$ cat config.mk
export PLATFORM = sky130hd
export DESIGN_NAME = ledc_host_link
export DESIGN_NICKNAME = d
export VERILOG_FILES = /design/src/rtl/ledc_pkg.sv /design/src/rtl/ledc_serial_port.sv /design/src/rtl/ledc_cmd_ctrl.sv /design/src/rtl/ledc_disp_ram.sv /design/src/rtl/ledc_host_link.sv
export SDC_FILE = /design/constraint.sdc
export NUM_CORES = 1
export LEC_CHECK = 0
export ABC_AREA = 1
export CAP_MARGIN = 30
export CORE_MARGIN = 2
export CORE_UTILIZATION = 52
export CTS_CLUSTER_SIZE = 10
export DETAILED_ROUTE_END_ITERATION = 8
export PLACE_DENSITY = 0.84
export SYNTH_ARGS = -nofsm -noshare
export SYNTH_HDL_FRONTEND = slang
export SYNTH_SLANG_ARGS = --single-unit
$ cat constraint.sdc
create_clock -name clk -period 3.8 [get_ports clk]
set_clock_uncertainty 0.1 [all_clocks]
set_input_delay 0.38 -clock clk [delete_from_list [all_inputs] [get_ports clk]]
set_output_delay 0.38 -clock clk [all_outputs]
set_load 0.03 [all_outputs]
$ cat src/rtl/ledc_pkg.sv
package ledc_pkg;
  localparam int ADDR_W = 4;  // width of the pointer field in a pointer-load command

  typedef enum logic [1:0] {
    CLS_MODE = 2'b00,
    CLS_XFER = 2'b01,
    CLS_CTRL = 2'b10,
    CLS_ADDR = 2'b11
  } cmd_class_e;
endpackage

$ cat src/rtl/ledc_serial_port.sv
module ledc_serial_port #(
  parameter int KEY_BITS = 40
) (
  input  logic                clk,
  input  logic                rst,
  input  logic                ser_clk,
  input  logic                ser_stb,
  input  logic                ser_din,
  input  logic                tx_start,
  input  logic [KEY_BITS-1:0] key_in,
  output logic                byte_v,
  output logic [7:0]          byte_d,
  output logic                byte_is_cmd,
  output logic                ser_dout
);
  localparam int KW = (KEY_BITS > 1) ? $clog2(KEY_BITS) : 1;

  logic                sclk_q;
  logic [2:0]          bit_cnt;
  logic [6:0]          sh;
  logic                first_q;
  logic                tx_act;
  logic [KW-1:0]       tx_idx;
  logic [KEY_BITS-1:0] snap;
  logic                rise, fall;

  assign rise = ser_clk & ~sclk_q & ~ser_stb;
  assign fall = ~ser_clk & sclk_q & ~ser_stb;

  always_ff @(posedge clk) begin
    if (rst) sclk_q <= 1'b1;
    else     sclk_q <= ser_clk;
  end

  always_ff @(posedge clk) begin
    if (rst || ser_stb) begin
      bit_cnt     <= '0;
      sh          <= '0;
      first_q     <= 1'b1;
      byte_v      <= 1'b0;
      byte_is_cmd <= 1'b0;
      tx_act      <= 1'b0;
      tx_idx      <= '0;
      ser_dout    <= 1'b1;
      if (rst) begin
        byte_d <= '0;
        snap   <= '0;
      end
    end else begin
      byte_v <= 1'b0;
      if (rise) begin
        sh      <= {ser_din, sh[6:1]};
        bit_cnt <= bit_cnt + 3'd1;
        if (bit_cnt == 3'd7) begin
          byte_v      <= 1'b1;
          byte_d      <= {ser_din, sh};
          byte_is_cmd <= first_q;
          first_q     <= 1'b0;
        end
      end
      if (tx_start) begin
        tx_act <= 1'b1;
        tx_idx <= '0;
        snap   <= key_in;
      end else if (tx_act && fall) begin
        ser_dout <= snap[tx_idx];
        tx_idx   <= (tx_idx == KW'(KEY_BITS-1)) ? '0 : tx_idx + KW'(1);
      end
    end
  end

  // a high strobe leaves no partial byte and no completion behind
  a_r4_strobe_clears: assert property (@(posedge clk) disable iff (rst)
    ser_stb |=> (bit_cnt == 3'd0) && !byte_v);
  // bytes only complete inside a frame
  a_r2_byte_in_frame: assert property (@(posedge clk) disable iff (rst)
    byte_v |-> $past(!ser_stb));
endmodule

$ cat src/rtl/ledc_cmd_ctrl.sv
module ledc_cmd_ctrl #(
  parameter int DEPTH = 14,
  parameter int DW    = 8
) (
  input  logic                        clk,
  input  logic                        rst,
  input  logic                        byte_v,
  input  logic [7:0]                  byte_d,
  input  logic                        byte_is_cmd,
  output logic                        wr_en,
  output logic [ledc_pkg::ADDR_W-1:0] wr_addr,
  output logic [DW-1:0]               wr_data,
  output logic                        tx_start,
  output logic [1:0]                  disp_mode,
  output logic                        disp_on,
  output logic [2:0]                  disp_dim
);
  import ledc_pkg::*;

  cmd_class_e         cls;
  logic               cmd_v;
  logic               rd_q, fix_q;
  logic [ADDR_W-1:0]  addr_q;
  logic               addr_ok;

  assign cls     = cmd_class_e'(byte_d[7:6]);
  assign cmd_v   = byte_v & byte_is_cmd;
  assign addr_ok = (32'(addr_q) < DEPTH);

  always_comb begin
    wr_en    = byte_v & ~byte_is_cmd & ~rd_q & addr_ok;
    wr_addr  = addr_q;
    wr_data  = DW'(byte_d);
    tx_start = cmd_v & (cls == CLS_XFER) & (byte_d[5:4] == 2'b00) & byte_d[1];
  end

  always_ff @(posedge clk) begin
    if (rst) begin
      disp_mode <= 2'b11;
      disp_on   <= 1'b0;
      disp_dim  <= 3'd0;
      rd_q      <= 1'b0;
      fix_q     <= 1'b0;
      addr_q    <= '0;
    end else if (cmd_v) begin
      unique case (cls)
        CLS_MODE: if (byte_d[5:2] == 4'd0 && byte_d[1:0] != disp_mode) begin
          disp_mode <= byte_d[1:0];
          disp_on   <= 1'b0;
        end
        CLS_XFER: if (byte_d[5:4] == 2'b00) begin
          rd_q  <= byte_d[1];
          fix_q <= byte_d[2];
        end
        CLS_CTRL: begin
          disp_on  <= byte_d[3];
          disp_dim <= byte_d[2:0];
        end
        CLS_ADDR: addr_q <= byte_d[ADDR_W-1:0];
        default: ;
      endcase
    end else if (wr_en && !fix_q) begin
      addr_q <= addr_q + ADDR_W'(1);
    end
  end

  // any arrangement change leaves the display blanked
  a_r5_change_blanks: assert property (@(posedge clk) disable iff (rst)
    !$stable(disp_mode) |-> !disp_on);
  // repeating the current arrangement keeps the enable
  a_r6_same_mode_keeps: assert property (@(posedge clk) disable iff (rst)
    (cmd_v && cls == CLS_MODE && byte_d[1:0] == disp_mode) |=> $stable(disp_on));
  // brightness moves only on a received command
  a_r7_dim_needs_cmd: assert property (@(posedge clk) disable iff (rst)
    !cmd_v |=> $stable(disp_dim));
endmodule

$ cat src/rtl/ledc_disp_ram.sv
module ledc_disp_ram #(
  parameter int DEPTH = 14,
  parameter int DW    = 8,
  parameter int AW    = 4
) (
  input  logic          clk,
  input  logic          rst,
  input  logic          we,
  input  logic [AW-1:0] waddr,
  input  logic [DW-1:0] wdata,
  input  logic [AW-1:0] raddr,
  output logic [DW-1:0] rdata
);
  logic [DW-1:0] mem [0:(1<<AW)-1];

  always_ff @(posedge clk) begin
    if (we) mem[waddr] <= wdata;
    rdata <= mem[raddr];
  end

  // no store ever lands outside the valid locations
  a_r10_write_in_range: assert property (@(posedge clk) disable iff (rst)
    we |-> (32'(waddr) < DEPTH));
endmodule

$ cat src/rtl/ledc_host_link.sv
module ledc_host_link #(
  parameter int DEPTH     = 14,
  parameter int DW        = 8,
  parameter int KEY_BYTES = 5
) (
  input  logic                   clk,
  input  logic                   rst,
  input  logic                   ser_clk,
  input  logic                   ser_stb,
  input  logic                   ser_din,
  output logic                   ser_dout,
  input  logic [KEY_BYTES*8-1:0] key_in,
  input  logic [3:0]             ram_raddr,
  output logic [DW-1:0]          ram_rdata,
  output logic [1:0]             disp_mode,
  output logic                   disp_on,
  output logic [2:0]             disp_dim
);
  localparam int KEY_BITS = KEY_BYTES * 8;
  localparam int AW       = ledc_pkg::ADDR_W;

  logic          byte_v, byte_is_cmd, tx_start, wr_en;
  logic [7:0]    byte_d;
  logic [AW-1:0] wr_addr;
  logic [DW-1:0] wr_data;

  ledc_serial_port #(.KEY_BITS(KEY_BITS)) u_port (
    .clk(clk), .rst(rst), .ser_clk(ser_clk), .ser_stb(ser_stb), .ser_din(ser_din),
    .tx_start(tx_start), .key_in(key_in), .byte_v(byte_v), .byte_d(byte_d),
    .byte_is_cmd(byte_is_cmd), .ser_dout(ser_dout)
  );

  ledc_cmd_ctrl #(.DEPTH(DEPTH), .DW(DW)) u_ctrl (
    .clk(clk), .rst(rst), .byte_v(byte_v), .byte_d(byte_d), .byte_is_cmd(byte_is_cmd),
    .wr_en(wr_en), .wr_addr(wr_addr), .wr_data(wr_data), .tx_start(tx_start),
    .disp_mode(disp_mode), .disp_on(disp_on), .disp_dim(disp_dim)
  );

  ledc_disp_ram #(.DEPTH(DEPTH), .DW(DW), .AW(AW)) u_ram (
    .clk(clk), .rst(rst), .we(wr_en), .waddr(wr_addr), .wdata(wr_data),
    .raddr(ram_raddr), .rdata(ram_rdata)
  );

  // the key output is released one cycle after the strobe is high
  a_r11_dout_released: assert property (@(posedge clk) disable iff (rst)
    ser_stb |=> ser_dout);
endmodule

==> results.txt, run 1 <==
----------------------------------------------------
[Logic synthesis]
  Total standard cell area after synthesis ... 9160 um2
  Post-synth top flop ... edfxtp_1
  Syn Inst Count ... 804
  Cell variety after synth ... 40
  Warnings, synthesis ... 0
  Xor and xnor area share after synthesis ... 0.00478
  Number of enable flip-flop cells after synthesis ... 176
  Area fraction of the dominant cell type after synthesis ... 0.577
  Simple-gate area share of the yosys netlist ... 0.108
  Cell accounting for the most synthesized area ... edfxtp_1
  Adder and majority gate portion of the synthesized area ... 0.00956
  Part of the Yosys area used for sequential elements ... 0.669
  Number of nets produced by synthesis ... 860
  Compound-gate portion of the synthesized area ... 0.101
  Area contributors post-synth ... edfxtp_1, dfxtp_1, inv_1
  Avg Cell Area, Syn ... 11.4 um2
  Synth Register Bits ... 218
  Dominant combinational cell family by area after synthesis ... simple AND/OR/NAND/NOR gates
  Mux cell area share after synthesis ... 0.0350
  Async set-reset flop share out of synthesis ... 0

[Clock network]
  Clock net sink count ... 218
  Number of levels in the clock H-tree ... 1
  Clock-pin transition on the worst setup and hold timing paths ... 0.06 ns
  Maximum clock insertion buffer count ... 3
  Count of instances resized after the clock tree is built ... 0
  Source-to-sink clock delay at the later pin of the worst-skew pair ... 0.53 ns
  Post-CTS setup buffers ... 0
  Buffer type at the clock tree root ... clkbuf_16
  TritonCTS clock tree ... built
  Count of hold-fix buffers inserted at cts ... 0
  Number of buffers created by CTS ... 26

[Global routing]
  Met1 track demand over resource ... 0.246
  Global-route wire length before repair ... 28600 um
  Initial antenna violation count ... 0
  Grt met3 use ... 0.0359
  Vias in the first global route ... 5714
  Largest net degree at the start of global routing ... 63
  Global-route congestion overflow total ... 0
  Total routing usage reported by global routing ... 0.200
  M2 GR Usage ... 0.356
  Global route hottest layer ... met2

[Timing]
  Transition time at the pin with the least slew margin ... 0.991 ns
  Worst max-slew margin expressed relative to the limit ... 0.337
  RSZ-0062 raised after global routing ... no
  Maximum clock rate ... 392 MHz
  Final-report max-slew violation count ... 0
  Final Cycle Share ... 0.671
  Final-report setup violation count ... 0
  Hold violation total from the final report ... 0
  Fin Setup TNS ... 0 ns
  Final critical-path required period ... 2.55 ns

[Layout]
  Share of cells above drive strength 1 ... 0.0668
  Count of filler cells inserted in the layout ... 1261
  Multi-input gate area in the final layout ... 2380 um2
  Seq. cell area ... 6130 um2
  Post-layout instance count excluding filler cells ... 1108
  Ant diodes ... 0
  Area growth, synth to finish ... 16.3%
  Final design area excluding fillers ... 10700 um2
  Final #Nets ... 919

[Hold path]
  Hold crit path type ... input pin to flip-flop
  Origin of the worst min-delay path ... ser_din

[Die]
  Width of the die ... 137 um
  Top-level I/O count ... 64
  Die Outline Area ... 18700 um2
  Die Y-Extent ... 137 um
  Core ar. ... 17200 um2
  Number of standard-cell rows in the floorplan ... 48
  Initial cell density of the core ... 0.531

[Critical path]
  CP delay by family, top ... flip-flops
  Type of element launching the critical path ... flip-flop
  Worst endpoint data arrival time ... 2.60 ns
  WP data required ... 3.85 ns
  CP Buf/Inv Count ... 2
  CP endpoint kind ... flip-flop
  Source of the critical timing path ... u_port.byte_d[6]
  CP max-delay cell ... edfxtp_1
  Worst r2r src ... u_port.byte_d[6]
  Critical path start-end classification ... flip-flop to flip-flop
  Largest fanout of any net on the critical path ... 40
  Delay contributed by the slowest stage of the critical path ... 0.69 ns
  Cells along the critical path ... inv_1, nor4_4, nand2_2, o21ai_4, buf_4

[Route]
  Drt initial violations ... 416
  Detailed-route wire length per cell ... 16.6 um
  Via density per instance ... 5.40
  Post-detailed-route DRC marker count ... 0
  Via Count ... 5987
  Total wirelength of the detailed-routed design ... 18400 um
  Drt first pass iters ... 5
  Routed Antenna Nets ... 0

[Placement]
  Area after detailed placement ... 9890 um2
  Count of placed standard cells including taps ... 1060
  Placer congestion estimate ... 0.827
  Sum of net half-perimeters after detailed placement ... 11400 um
  Number of buffers inserted by port buffering ... 63

[Run]
  Max-cap violation count ... 0

[Power]
  Maximum vdd drop ... 310 uV
  Power density normalized to cell area ... 479 nW/um2
  Static leakage ... 4.03 nW

[Outcome]
  Run status ... complete, no violations

----------------------------------------------------
routing by layer:
| metal | share of wire | routed length [um] | vias to the layer above |
|---|---|---|---|
| met5 | 0 | 0 | - |
| li1 | - | - | 2888 |
| met1 | 0.39 | 7200 | 2827 |
| met2 | 0.52 | 9530 | 236 |
| met4 | 0.022 | 402 | 0 |
| met3 | 0.070 | 1290 | 36 |
stage by stage:
stage,hold WS (ns),utilization,total power [mW],setup WS [ns]
2_1_floorplan,0.320,-,2.84,0.293
3_3_place_gp,0.330,0.572,2.94,1.35
3_5_place_dp,0.354,0.574,2.95,1.28
4_1_cts,0.335,0.618,5.12,1.26
5_1_grt,0.376,0.618,5.25,1.08
6_report,0.351,0.618,5.10,1.25
layout make-up:
type | count | area share
Timing Repair Buffer | 68 | 0.0644
Sequential cell | 218 | 0.575
Inverter | 112 | 0.0395
Clock inverter | 3 | 0.00270
Multi-Input combinational cell | 437 | 0.223
Clock buffer | 45 | 0.0687
Tap cell | 225 | 0.0264
power by group:
part	total [mW]	internal [mW]	switching [mW]
Clock	2.20	1.30	0.899
Combinational	0.256	0.111	0.145
Sequential	2.65	2.62	0.0322
tightest hold or removal path, stage by stage:
cell and delay (ns):
clkdlybuf4s50_1 0.40, inv_1 0.09, a21oi_1 0.06
cells by family (layout without fill, tap and decap cells):
family,count (synthesis),in the layout
AO/OA/AOI/OAI,163,163
adder cells (fa/ha/maj),7,7
flip-flops,218,218
buffers and inverters,149,228
AND/OR/NAND/NOR,230,230
multiplexers,32,32
XOR/XNOR,5,5
cell usage after synthesis (all sizes together) (7+ instances only):
| master | n |
|---|---|
| edfxtp | 176 |
| dfxtp | 42 |
| ha | 7 |
| nand3 | 33 |
| mux2i | 32 |
| clkbuf | 17 |
| buf | 20 |
| nand2 | 92 |
| o21ai | 68 |
| a21oi | 56 |
| nor2 | 90 |
| o211ai | 35 |
| inv | 110 |
worst paths after layout:
check / end / slack [ns] / cells after the start
worst min-delay path: u_port.sh[6] / 0.35 / 3
worst min register to register: u_port.first_q / 0.36 / 2
worst max register to register: u_port.snap[16] / 1.25 / 5
worst max-delay path: u_port.snap[16] / 1.25 / 5
cell usage in the layout (no fill, tap or decap), types with 6 or more instances in the layout:
cell / n
clkdlybuf4s50_1: 62
clkbuf_16: 26
dfxtp_1: 42
nand2_1: 85
ha_1: 7
o21ai_0: 44
o21ai_1: 22
nand2_2: 7
nand3_1: 33
mux2i_1: 32
a21oi_1: 54
inv_1: 104
o211ai_1: 35
nor2_1: 86
clkbuf_1: 18
edfxtp_1: 176
inv_2: 6
state kept, by name, summed over array words and instances, names as in the netlist:
signal              flops
u_ctrl.disp_dim         3
u_port.bit_cnt          3
u_ctrl.rd_q             1
u_port.first_q          1
u_port.tx_act           1
u_port.snap            40
u_port.byte_v           1
u_ctrl.wr_addr          4
u_ctrl.disp_mode        2
u_port.sclk_q           1
u_port.tx_idx           6
u_port.ser_dout         1
u_ram.mem             128
u_port.sh               7
u_ram.rdata             8
u_port.byte_d           8
u_ctrl.fix_q            1
u_ctrl.disp_on          1
u_port.byte_is_cmd      1
Note: power is estimated with default switching activity, not from simulation.
==> run 2: changes to the inputs <==
- clock period: 3.8 -> 2.65 ns (I/O delays scaled with it)
==> results.txt, run 2 (synthesis results as in run 1) <==
----------------------------------------------------
[Die]
  Number of standard-cell rows in the floorplan ... 48 (unchanged)
  Initial cell density of the core ... 0.531 (unchanged)
  Die Outline Area ... 18700 um2 (unchanged)
  Top-level I/O count ... 64 (unchanged)
  Width of the die ... 137 um (unchanged)
  Die Y-Extent ... 137 um (unchanged)
  Core ar. ... 17200 um2 (unchanged)

[Global routing]
  Global-route congestion overflow total ... 0 (unchanged)
  Initial antenna violation count ... 0 (unchanged)
  Largest net degree at the start of global routing ... 63 (unchanged)
  Vias in the first global route ... 5936 (+3.9%)
  Total routing usage reported by global routing ... 0.202 (+0.00229)
  Global-route wire length before repair ... 29200 um (+1.8%)

[Timing]
  Final-report max-slew violation count ... 0 (unchanged)
  RSZ-0062 raised after global routing ... no
  Worst max-slew margin expressed relative to the limit ... 0.506 (+0.169)
  Final-report setup violation count ... 0 (unchanged)
  Maximum clock rate ... 473 MHz (+21%)
  Final Cycle Share ... 0.798 (+0.127)
  Transition time at the pin with the least slew margin ... 0.741 ns (-0.250 ns)
  Final critical-path required period ... 2.11 ns (-0.435 ns)
  Hold violation total from the final report ... 0 (unchanged)
  Final worst setup slack ... 0.536 ns (-0.715 ns)
  Fin Setup TNS ... 0 ns (unchanged)

[Clock network]
  Number of levels in the clock H-tree ... 1 (unchanged)
  Clock net sink count ... 218 (unchanged)
  Clock-pin transition on the worst setup and hold timing paths ... 0.05 ns (about the same)
  Buffer type at the clock tree root ... clkbuf_16
  Count of hold-fix buffers inserted at cts ... 0 (unchanged)
  Count of instances resized after the clock tree is built ... 0 (unchanged)
  Number of buffers created by CTS ... 25 (-3.8%)
  Source-to-sink clock delay at the later pin of the worst-skew pair ... 0.51 ns (-0.02 ns)
  Maximum clock insertion buffer count ... 3 (unchanged)
  Post-CTS setup buffers ... 0 (unchanged)
  TritonCTS clock tree ... built

[Placement]
  Setup slack after placement ... 0.499 ns (-0.784 ns)
  Sum of net half-perimeters after detailed placement ... 11600 um (+1.3%)
  Number of buffers inserted by port buffering ... 63 (unchanged)
  Placer congestion estimate ... 0.866 (+4.7%)

[Critical path]
  Setup slack, reg-to-reg ... 0.54 ns (-0.71 ns)
  Worst endpoint data arrival time ... 2.15 ns (-0.45 ns)
  R2R cell count ... 5 (unchanged)
  Type of element launching the critical path ... flip-flop
  WP data required ... 2.69 ns (-1.16 ns)
  Delay contributed by the slowest stage of the critical path ... 0.44 ns (-0.25 ns)
  Endpoint of the worst register-to-register path ... u_port.snap[22]
  Source of the critical timing path ... u_port.byte_d[5]
  Critical path start-end classification ... flip-flop to flip-flop
  CP delay by family, top ... simple AND/OR/NAND/NOR gates
  Largest fanout of any net on the critical path ... 40 (unchanged)
  Worst r2r src ... u_port.byte_d[5]
  CP endpoint kind ... flip-flop
  Total number of cells along the worst setup path ... 5 (unchanged)
  CP max-delay cell ... buf_4
  Cells along the critical path ... or2_1, nor4_4, nand2_2, o21ai_4, buf_4
  Worst Setup EP ... u_port.snap[22]
  CP Buf/Inv Count ... 1 (-1)

[Hold path]
  Worst hold path depth ... 3 (unchanged)
  Hold crit path type ... input pin to flip-flop

[Layout]
  Max reg flops ... 128 (unchanged)
  Commonest cells after routing, fill and taps aside ... edfxtp_1, inv_1, nor2_1
  Ant diodes ... 0 (unchanged)
  Final #Nets ... 940 (+2.3%)
  Area growth, synth to finish ... 17.4%
  Registers with the most flip-flops ... u_ram.mem (128), u_port.snap (40)
  Register name with the most flops ... u_ram.mem
  Commonest non-fill, non-tap cell in the layout ... edfxtp_1
  Count of filler cells inserted in the layout ... 1276 (+1.2%)
  Share of cells above drive strength 1 ... 0.0866 (+0.0198)

[Route]
  Routed met3 length ... 982 um (-24%)
  Wire length on met1 ... 7290 um (+1.4%)
  Via Count ... 6040 (+0.89%)
  Drt initial violations ... 512 (+23%)
  Post-detailed-route DRC marker count ... 0 (unchanged)
  Total wirelength of the detailed-routed design ... 18300 um (-0.55%)
  Met2 Wirelength ... 9450 um (-0.81%)
  Routed Antenna Nets ... 0 (unchanged)
  Via density per instance ... 5.36 (-0.73%)
  Drt first pass iters ... 5 (unchanged)
  Detailed-route wire length per cell ... 16.3 um (-2.1%)
  Highest routed layer ... met4

[Outcome]
  Run status ... complete, no violations

[Power]
  Maximum vdd drop ... 551 uV (+78%)
  Static leakage ... 4.12 nW (+2.1%)
  Power density normalized to cell area ... 666 nW/um2 (+39%)

[Run]
  Max-cap violation count ... 0 (unchanged)

----------------------------------------------------
==> run 2: final cells by class <==
class                   instances  area [um2]  area share
clock buffers                  43         693      0.0645
multi-input cells             437        2380       0.221
inverters                     112         420      0.0391
flip-flops and latches        218        6130       0.570
clock inverters                 1        8.76    0.000815
well taps                     225         282      0.0262
repair buffers                 90         843      0.0784
==> run 2: stage by stage <==
step            util  instances  hold slack (ns)  area (um2)  power (mW)
3_3_place_gp   0.583       1082            0.329       10000        4.23
5_1_grt        0.624       1126            0.255       10800        7.39
6_report       0.624       1126            0.237       10800        7.16
3_5_place_dp   0.583       1082            0.333       10000        4.24
4_1_cts        0.624       1126            0.223       10800        7.21
2_1_floorplan      -        804            0.234        9170        4.07
==> run 2: worst min path at each step <==
stage / slack [ns] / end / from
2_1_floorplan: 0.23 / u_ctrl.disp_on / rst
3_3_place_gp: 0.33 / u_port.first_q / u_port.first_q
3_5_place_dp: 0.33 / u_port.first_q / u_port.first_q
4_1_cts: 0.22 / u_port.sh[6] / ser_din
5_1_grt: 0.26 / u_port.sh[6] / ser_din
6_report: 0.24 / u_port.sh[6] / ser_din
==> run 2: worst reg2reg max path, stage by stage, from the launching register on <==
cell      delay, ns
edfxtp_1       0.37
or2_1          0.28
nor4_4         0.21
nand2_2        0.18
o21ai_4        0.14
buf_4          0.44
==> run 2: where the power goes <==
group / switching (mW) / internal (mW)
registers: 0.0245 / 3.75
logic: 0.234 / 0.168
clock network: 1.23 / 1.76
==> run 2: metal layers <==
layer | up-vias | global-route usage
met5 | - | 0
met4 | 0 | 0.0828
met3 | 48 | 0.0326
met2 | 222 | 0.356
met1 | 2845 | 0.249
li1 | 2925 | -
